$ cat src/rtl/refl_pkg.sv
package refl_pkg;

  // Clamped timing set used by the phase generator.
  typedef struct packed {
    logic [15:0] period;
    logic [15:0] charge;
    logic [15:0] offset;
  } refl_timing_t;

  localparam int unsigned REFL_MIN_PERIOD = 3;

endpackage

$ cat src/rtl/refl_phase_gen.sv
module refl_phase_gen
  import refl_pkg::*;
#(
  parameter int unsigned CNT_W = 16
) (
  input  logic             clk,
  input  logic             rst,
  input  logic [CNT_W-1:0] cfg_period,
  input  logic [CNT_W-1:0] cfg_charge,
  input  logic [CNT_W-1:0] cfg_offset,
  output logic             charge_o,
  output logic             sample_o
);

  localparam logic [CNT_W-1:0] MIN_P = CNT_W'(REFL_MIN_PERIOD);
  localparam logic [CNT_W-1:0] ONE   = CNT_W'(1);
  localparam logic [CNT_W-1:0] TWO   = CNT_W'(2);

  // Clamp stage (combinational), registered below to cut the compare chain.
  logic [CNT_W-1:0] p_c, c_lo, c_c, o_lo, o_c;

  always_comb begin
    p_c  = (cfg_period < MIN_P) ? MIN_P : cfg_period;
    c_lo = (cfg_charge == '0) ? ONE : cfg_charge;
    c_c  = (c_lo > p_c - TWO) ? (p_c - TWO) : c_lo;
    o_lo = (cfg_offset < c_c + ONE) ? (c_c + ONE) : cfg_offset;
    o_c  = (o_lo > p_c - ONE) ? (p_c - ONE) : o_lo;
  end

  logic [CNT_W-1:0] per_q, chg_q, off_q;

  always_ff @(posedge clk) begin
    if (rst) begin
      per_q <= MIN_P;
      chg_q <= ONE;
      off_q <= TWO;
    end else begin
      per_q <= p_c;
      chg_q <= c_c;
      off_q <= o_c;
    end
  end

  // Period counter.
  logic [CNT_W-1:0] cnt_q;
  logic [CNT_W-1:0] cnt_nxt;

  always_comb begin
    cnt_nxt = (cnt_q >= per_q - ONE) ? '0 : cnt_q + ONE;
  end

  always_ff @(posedge clk) begin
    if (rst) begin
      cnt_q    <= '0;
      charge_o <= 1'b0;
      sample_o <= 1'b0;
    end else begin
      cnt_q    <= cnt_nxt;
      charge_o <= (cnt_q < chg_q);
      sample_o <= (cnt_q == off_q);
    end
  end

  // the registered timing keeps charge < offset < period.
  assert_clamp_order_R5: assert property (@(posedge clk) disable iff (rst)
    (chg_q >= ONE) && (chg_q < off_q) && (off_q < per_q));

  // the sample marker lasts a single cycle.
  assert_single_pulse_R3: assert property (@(posedge clk) disable iff (rst)
    sample_o |=> !sample_o);

  // the pins are released before the sample instant.
  assert_released_at_sample_R4: assert property (@(posedge clk) disable iff (rst)
    sample_o |-> !charge_o);

endmodule

$ cat src/rtl/refl_pin_sync.sv
module refl_pin_sync #(
  parameter int unsigned N_CH        = 5,
  parameter int unsigned SYNC_STAGES = 2
) (
  input  logic            clk,
  input  logic            rst,
  input  logic            invert,
  input  logic [N_CH-1:0] pin_in,
  output logic [N_CH-1:0] pin_sync
);

  // One independent flop chain per channel.
  for (genvar ch = 0; ch < N_CH; ch++) begin : g_ch
    logic [SYNC_STAGES-1:0] chain_q;

    always_ff @(posedge clk) begin
      if (rst) begin
        chain_q <= '0;
      end else begin
        chain_q[0] <= pin_in[ch] ^ invert;
        for (int k = 1; k < SYNC_STAGES; k++) begin
          chain_q[k] <= chain_q[k-1];
        end
      end
    end

    assign pin_sync[ch] = chain_q[SYNC_STAGES-1];
  end

endmodule

$ cat src/rtl/refl_snapshot.sv
module refl_snapshot #(
  parameter int unsigned N_CH = 5
) (
  input  logic            clk,
  input  logic            rst,
  input  logic            capture,
  input  logic [N_CH-1:0] din,
  input  logic            rd_stb,
  output logic [N_CH-1:0] status_o,
  output logic            fresh_o
);

  always_ff @(posedge clk) begin
    if (rst) begin
      status_o <= '0;
      fresh_o  <= 1'b0;
    end else begin
      if (capture) begin
        status_o <= din;
      end
      if (capture) begin
        fresh_o <= 1'b1;
      end else if (rd_stb) begin
        fresh_o <= 1'b0;
      end
    end
  end

  // the snapshot holds between captures.
  assert_hold_between_R8: assert property (@(posedge clk) disable iff (rst)
    !capture |=> $stable(status_o));

  // a capture always leaves the flag set, even under a read.
  assert_sticky_set_R9: assert property (@(posedge clk) disable iff (rst)
    capture |=> fresh_o);

  // a read without a capture clears the flag.
  assert_read_clears_R9: assert property (@(posedge clk) disable iff (rst)
    (rd_stb && !capture) |=> !fresh_o);

endmodule

$ cat src/rtl/refl_sampler.sv
module refl_sampler
  import refl_pkg::*;
#(
  parameter int unsigned N_CH        = 5,
  parameter int unsigned CNT_W       = 16,
  parameter int unsigned SYNC_STAGES = 2
) (
  input  logic             clk,
  input  logic             rst,
  input  logic [CNT_W-1:0] cfg_period,
  input  logic [CNT_W-1:0] cfg_charge,
  input  logic [CNT_W-1:0] cfg_offset,
  input  logic             cfg_invert,
  input  logic [N_CH-1:0]  pin_in,
  output logic [N_CH-1:0]  pin_oe,
  output logic             smp_pulse,
  input  logic             rd_stb,
  output logic [N_CH-1:0]  rd_data,
  output logic             rd_fresh
);

  logic charge_w;
  logic sample_w;

  refl_phase_gen #(.CNT_W(CNT_W)) phase_i (
    .clk        (clk),
    .rst        (rst),
    .cfg_period (cfg_period),
    .cfg_charge (cfg_charge),
    .cfg_offset (cfg_offset),
    .charge_o   (charge_w),
    .sample_o   (sample_w)
  );

  assign pin_oe    = {N_CH{charge_w}};
  assign smp_pulse = sample_w;

  logic [N_CH-1:0] pin_sync_w;

  refl_pin_sync #(.N_CH(N_CH), .SYNC_STAGES(SYNC_STAGES)) sync_i (
    .clk      (clk),
    .rst      (rst),
    .invert   (cfg_invert),
    .pin_in   (pin_in),
    .pin_sync (pin_sync_w)
  );

  // Delay the sample marker by the synchroniser depth so the capture
  // takes the pin level of the marked cycle.
  logic [SYNC_STAGES-1:0] dly_q;

  always_ff @(posedge clk) begin
    if (rst) begin
      dly_q <= '0;
    end else begin
      dly_q[0] <= sample_w;
      for (int k = 1; k < SYNC_STAGES; k++) begin
        dly_q[k] <= dly_q[k-1];
      end
    end
  end

  logic capture_w;
  assign capture_w = dly_q[SYNC_STAGES-1];

  refl_snapshot #(.N_CH(N_CH)) snap_i (
    .clk      (clk),
    .rst      (rst),
    .capture  (capture_w),
    .din      (pin_sync_w),
    .rd_stb   (rd_stb),
    .status_o (rd_data),
    .fresh_o  (rd_fresh)
  );

  // reset clears the enables, the snapshot and the flag.
  assert_reset_state_R1: assert property (@(posedge clk)
    rst |=> ((pin_oe == '0) && (rd_data == '0) && !rd_fresh));

  // the first edge after reset starts a charge phase.
  assert_charge_first_R1: assert property (@(posedge clk)
    (rst ##1 !rst) |=> (pin_oe == '1));

endmodule

$ cat config.mk
export PLATFORM = sky130hd
export DESIGN_NAME = refl_sampler
export DESIGN_NICKNAME = d
export VERILOG_FILES = /design/src/rtl/refl_pkg.sv /design/src/rtl/refl_phase_gen.sv /design/src/rtl/refl_pin_sync.sv /design/src/rtl/refl_snapshot.sv /design/src/rtl/refl_sampler.sv
export SDC_FILE = /design/constraint.sdc
export NUM_CORES = 1
export LEC_CHECK = 0
export ABC_AREA = 1
export CELL_PAD_IN_SITES_DETAIL_PLACEMENT = 1
export CELL_PAD_IN_SITES_GLOBAL_PLACEMENT = 1
export CORE_ASPECT_RATIO = 1.1
export CORE_MARGIN = 3
export CORE_UTILIZATION = 35
export DETAILED_ROUTE_END_ITERATION = 7
export PLACE_DENSITY = 0.77
export REMOVE_ABC_BUFFERS = 1
export SYNTH_ARGS = -nofsm -noshare
export SYNTH_HDL_FRONTEND = slang
export SYNTH_SLANG_ARGS = --single-unit
$ cat constraint.sdc
create_clock -name clk -period 15.6 [get_ports clk]
set_clock_uncertainty 0.2 [all_clocks]
set_input_delay 3.12 -clock clk [delete_from_list [all_inputs] [get_ports clk]]
set_output_delay 3.12 -clock clk [all_outputs]
set_load 0.02 [all_outputs]
==> results of run 1 <==
-- routing by layer --
layer	part of all wire	wire [µm]
met2	0.51	11200
met5	0	0
met1	0.45	9690
met3	0.026	558
met4	0.013	277
-- metrics by stage --
stage	util	power, mW	instances	cell area, µm²	hold WS (ns)
6_report	0.419	0.680	1288	7880	0.216
5_1_grt	0.419	0.729	1288	7880	0.233
4_1_cts	0.419	0.686	1288	7880	0.217
3_5_place_dp	0.405	0.496	1273	7620	0.209
3_3_place_gp	0.405	0.490	1273	7620	0.191
2_1_floorplan	-	0.413	961	6630	0.188
-- path summary, 6_finish.rpt --
| kind | to | from | cells after the start |
|---|---|---|---|
| hold / removal | sync_i.g_ch[0].chain_q[1] | sync_i.g_ch[0].chain_q[0] | 2 |
| setup reg to reg | phase_i.cnt_q[3] | phase_i.per_q[2] | 14 |
| setup / recovery | phase_i.off_q[6] | cfg_period[5] | 49 |
| hold reg to reg | sync_i.g_ch[0].chain_q[1] | sync_i.g_ch[0].chain_q[0] | 2 |
-- final cells by class --
type / count / area, µm²
clock buffers: 10 / 229
clock inverters: 5 / 30.0
fillers: 2424 / 10900
inverters: 149 / 559
multi-input cells: 728 / 4390
flip-flops and latches: 84 / 1680
well taps: 243 / 304
repair buffers: 69 / 683
-- cells in the final DEF, fill, tap and decap left out, drive strengths merged, types with 19 or more instances in the layout --
cell type	count
nand2	243
inv	148
nor2	122
ha	84
dfxtp	84
nand3	75
clkdlybuf4s50	67
a21oi	51
xor2	38
o21ai	24
xnor2	19
-- power by group through the flow --
stage | clock network (mW) | logic, mW | registers (mW)
6_report | 0.188 | 0.247 | 0.245
5_1_grt | 0.202 | 0.280 | 0.247
4_1_cts | 0.193 | 0.248 | 0.245
3_5_place_dp | 0 | 0.246 | 0.250
3_3_place_gp | 0 | 0.241 | 0.249
2_1_floorplan | 0 | 0.165 | 0.248
-- registers in the layout (all words and copies together) (netlist names) --
signal	cells
snap_i.status_o	5
phase_i.sample_o	1
sync_i.g_ch.chain_q	10
phase_i.cnt_q	16
phase_i.charge_o	1
phase_i.off_q	16
phase_i.chg_q	16
phase_i.per_q	16
snap_i.fresh_o	1
dly_q	2
-- cells by family (layout without fill, tap and decap cells) --
kind of cell               after synthesis  count (layout)  synth area share
AOI/OAI and AO/OA                       92              92            0.0771
xor gates and xnor gates                57              57            0.0753
adders and majority gates               84              84             0.154
buffers and inverters                  188             233             0.112
DFF                                     84              84             0.246
and+or+nand+nor                        495             495             0.336
-- worst max-delay path: cells and delay by family --
kind,cells,cell delay (ns)
buffers and inverters,6,1.42
xor gates and xnor gates,2,0.43
and+or+nand+nor,27,3.50
adders and majority gates,5,1.24
AOI/OAI and AO/OA,9,1.53
==> flow_summary_export.csv, run 1 <==
group,metric,value,unit
detailed_routing,via_per_inst,4.90,
global_route,grt-ovfl-total,0,
placed_design,port_buffers,68,
floorplanning,io_pins,69,
setup_path,crit_path_start_kind,"primary input",
power_and_ir_drop,p_seq_frac,0.360,
detailed_routing,wl,21700,µm
layout,syn2layout_area_growth,15.3,%
placed_design,dp_hpwl,18200,µm
clock_tree,clk_pin_slew,0.06,ns
layout,nets,1182,
sta,period_minus_slack,11.27,ns
detailed_routing,dr_total_vias,6316,
global_route,antenna_found_initial,0,
job,drv_cap,0,
global_route,grt.total_usage,0.203,
yosys,synth_top_area_share,0.246,
power_and_ir_drop,power_leakage,3.88,nW
power_and_ir_drop,p_sw_frac,0.365,
yosys,synth_edf_count,0,
yosys,synthArstFlopShare,0,
detailed_routing,remaining_drc_errors,0,
clock_tree,cts_setup_buffers,0,
clock_tree,cts_tree,"yes",
layout,diodes,0,
global_route,grt-busiest-layer,"met2",
clock_tree,cts_sinks,84,
sta,max_freq,88.8,MHz
floorplanning,fp.coreArea,18800,µm²
yosys,ys_seq_area_frac,0.246,
power_and_ir_drop,netSwitchingPower,0.248,mW
floorplanning,die_x,139,µm
yosys,synth_cells,1000,
floorplanning,initial_utilization,0.363,
global_route,gr-usage-met3,0.0198,
worst_hold_path,hp-class,"reg2reg",
yosys,ys_warn_count,0,
clock_tree,cts_buffers,9,
run_status,status,"completed",
global_route,grt_use_met1,0.257,
clock_tree,cts_hold_buf,0,
setup_path,cp_max_fo,21,
power_and_ir_drop,pwr-share-comb,0.364,
global_route,first_global_vias,6327,
sta,setup_viol,0,
clock_tree,cts_resized,0,
layout,drive_gt1_frac,0.0804,
yosys,syn_area,6830,µm²
power_and_ir_drop,p_clk_frac,0.276,
sta,rsz0062_at_grt,"no",
setup_path,slowest_delay,0.66,ns
detailed_routing,ant_nets,0,
detailed_routing,dr.pass1.iters,4,
setup_path,end_kind,"register",
floorplanning,fp.dieH,153,µm
yosys,netlist_top_cells_area,"dfxtp_1 (25%), ha_1 (15%), nand2_1 (12%)",
sta,setup_slack,4.33,ns
detailed_routing,wl_per_cell,16.8,µm
clock_tree,htreeDepth,3,
sta,maxSlewViolCount,0,
setup_path,cp_data_required_time,15.64,ns
yosys,ys_top_cells_by_count,"nand2_1 (217), inv_1 (144), nor2_1 (107), dfxtp_1 (84), ha_1 (84)",
setup_path,worst_path_most_repeated_cell,"nand2_1",
yosys,yosys.area.top_type,"dfxtp_1",
setup_path,crit_slowest_cell,"clkdlybuf4s50_1",
global_route,grt_max_degree,52,
power_and_ir_drop,powerDensity,86.3,nW/µm²
power_and_ir_drop,irDropWorstVdd,0.0000435,V
setup_path,r2r_slack,11.23,ns
setup_path,worstSetupPathType,"in2reg",
yosys,ys_types,49,
floorplanning,rows,52,
placed_design,place_congestion,0.915,
yosys,synth_ff_type,"dfxtp_1",
sta,slew_headroom,0.518,
setup_path,worstPathArrival,11.30,ns
sta,tns,0,ns
placed_design,pre_cts_ws,4.08,ns
clock_tree,clk_path_buf_depth,2,
global_route,grt_pass1_wl,34500,µm
sta,hold_viol_final,0,
yosys,synth_most_common_cell,"nand2_1",
power_and_ir_drop,intPower,0.432,mW
clock_tree,clockRootBuffer,"clkbuf_16",
detailed_routing,drt_iter0_drc,334,
floorplanning,fp.dieArea,21200,µm²
sta,fin_crit_sh,0.722,
yosys,ys_ff_latch,84,
yosys,postSynthAreaPerCell,6.83,µm²
global_route,grt_use_met2,0.373,
sta,tightest_slew,0.721,ns
clock_tree,worstSkewPairLatency,0.34,ns
Power figures use the tool's default switching activity.
==> run 2: changes to the inputs <==
PLACE_DENSITY = 0.8   (was 0.77)
clock period = 9.1 ns   (was 15.6 ns; I/O delays follow)
==> flow_summary_export.csv, run 2 (synthesis results as in run 1) <==
group,metric,value,unit
power_and_ir_drop,netSwitchingPower,0.467,mW
global_route,grt_pass1_wl,34500,µm
layout,syn2layout_area_growth,22.9,%
sta,tightest_slew,0.707,ns
floorplanning,die_x,139,µm
setup_path,worstSetupPathType,"in2reg",
global_route,first_global_vias,6843,
run_status,status,"completed",
layout,final_common_cell,"nand2_1",
detailed_routing,wl,22500,µm
sta,fin_crit_sh,0.961,
floorplanning,rows,52,
layout,multiInputGateArea,4520,µm²
floorplanning,initial_utilization,0.363,
setup_path,cp_num_buf_inv,8,
clock_tree,clk_path_buf_depth,2,
sta,max_freq,114,MHz
clock_tree,clk_pin_slew,0.07,ns
setup_path,cp_data_required_time,9.16,ns
global_route,antenna_found_initial,0,
clock_tree,cts_sinks,84,
detailed_routing,drt_iter0_drc,313,
placed_design,dp_cells,1299,
layout,nets,1218,
floorplanning,fp.coreArea,18800,µm²
power_and_ir_drop,pwr-share-comb,0.375,
layout,layout_common_cells,"nand2_1 (213), inv_1 (143), nor2_1 (102)",
clock_tree,cts_buffers,9,
sta,tns,0,ns
setup_path,reg2reg_from,"phase_i.per_q[0]",
worst_hold_path,hold_depth,2,
detailed_routing,wl_per_cell,16.9,µm
sta,hold_slack,0.206,ns
setup_path,crit_family,"simple AND/OR/NAND/NOR gates",
setup_path,r2r_slack,4.75,ns
setup_path,slowest_delay,0.45,ns
power_and_ir_drop,p_clk_frac,0.294,
setup_path,r2r_cells,16,
clock_tree,worstSkewPairLatency,0.34,ns
placed_design,place_congestion,0.951,
detailed_routing,via_per_inst,5.01,
power_and_ir_drop,p_sw_frac,0.365,
layout,drive_gt1_frac,0.130,
power_and_ir_drop,power_leakage,4.19,nW
job,drv_cap,0,
power_and_ir_drop,p_seq_frac,0.331,
placed_design,port_buffers,68,
clock_tree,cts_tree,"yes",
placed_design,dp_hpwl,18600,µm
layout,fin_area,8400,µm²
layout,finalNonFillerCells,1325,
sta,slew_headroom,0.527,
detailed_routing,dr_total_vias,6643,
sta,period_minus_slack,8.74,ns
sta,setup_viol,0,
floorplanning,fp.dieH,153,µm
clock_tree,cts_hold_buf,0,
layout,register_area,1680,µm²
layout,final_core_util,0.447,
power_and_ir_drop,intPower,0.810,mW
power_and_ir_drop,powerDensity,152,nW/µm²
layout,diodes,0,
floorplanning,io_pins,69,
setup_path,worstPathArrival,8.80,ns
detailed_routing,remaining_drc_errors,0,
setup_path,end_kind,"register",
layout,fill_cells,2395,
setup_path,r2r_end,"phase_i.cnt_q[3]",
setup_path,crit_path_start_kind,"primary input",
setup_path,cp_max_fo,14,
worst_hold_path,hp-start,"dly_q[0]",
placed_design,placed_area,7810,µm²
clock_tree,clockRootBuffer,"clkbuf_16",
sta,maxSlewViolCount,0,
global_route,grt-ovfl-total,0,
worst_hold_path,hp-class,"reg2reg",
worst_hold_path,min_to,"dly_q[1]",
detailed_routing,dr.pass1.iters,5,
setup_path,crit_slowest_cell,"clkdlybuf4s50_1",
detailed_routing,ant_nets,0,
global_route,grt.total_usage,0.201,
sta,hold_viol_final,0,
floorplanning,fp.dieArea,21200,µm²
global_route,grt_max_degree,52,
power_and_ir_drop,irDropWorstVdd,0.000107,V
clock_tree,htreeDepth,3,
-- run 2: cell types whose count changed in the layout (fill, tap and decap cells not counted), moves of 4 or more --
cell             change
buf_4               +31
clkdlybuf4s50_1     -11
dlymetal6s2s_1      +11
nor2_4               +6
nor2_1               -5
nand2_1              -4
-- run 2: layout make-up --
cell class	count	share of cell area
multi-input combinational	728	0.539
sequential	84	0.200
timing repair buffer	104	0.120
inverter	149	0.0671
tap	243	0.0362
clock buffer	9	0.0268
clock inverter	7	0.00983
timing repair inverter	1	0.000894
-- run 2: power by group through the flow --
stage	logic (mW)	registers [mW]	clock network (mW)
6_report	0.479	0.422	0.376
3_5_place_dp	0.439	0.430	0
4_1_cts	0.442	0.422	0.382
3_3_place_gp	0.428	0.429	0
5_1_grt	0.537	0.426	0.399
2_1_floorplan	0.283	0.425	0
-- run 2: worst reg2reg max path: stages, from the launching register on --
cell and delay [ns]:
dfxtp_1 0.30, inv_1 0.09, ha_1 0.20, nand2_1 0.11, nor3_1 0.34, nand2_1 0.16, inv_1 0.08, nand2_1 0.06
or3_1 0.35, nor3_1 0.19, xnor2_1 0.16, ha_1 0.28, nand4_1 0.15, inv_1 0.06, a2111oi_0 0.45, nand4_1 0.66
nor3b_1 0.41
-- run 2: timing repair --
action / 4_1_cts / 5_1_grt
setup buffers: 0 / 8
gates resized for setup: 0 / 47
endpoints found under the setup margin: 0 / 16
-- run 2: worst max path at each step --
stage / start / to / slack (ns) / cells past startpoint
final: cfg_period[5] / phase_i.off_q[1] / 0.36 / 46
after global routing: cfg_period[5] / phase_i.off_q[1] / -0.14 / 47
after CTS: cfg_period[11] / phase_i.off_q[10] / 0.17 / 50
after detailed placement: cfg_period[11] / phase_i.off_q[10] / -0.15 / 50
after global placement: cfg_period[2] / phase_i.off_q[4] / 0.05 / 48
after floorplan: cfg_period[5] / phase_i.off_q[10] / 0.83 / 48
-- run 2: stage by stage --
step | worst slack (ns) | total power, mW
after floorplan | 0.832 | 0.708
after global placement | 0.0507 | 0.857
after detailed placement | -0.146 | 0.869
after CTS | 0.168 | 1.25
after global routing | -0.138 | 1.36
final | 0.359 | 1.28
-- run 2: metal layers --
metal,vias to the layer above,part of all wire,GRT usage
met2,112,0.52,0.380
li1,3327,-,-
met1,3158,0.41,0.230
met3,46,0.028,0.0220
met5,-,0,0
met4,0,0.038,0.0741
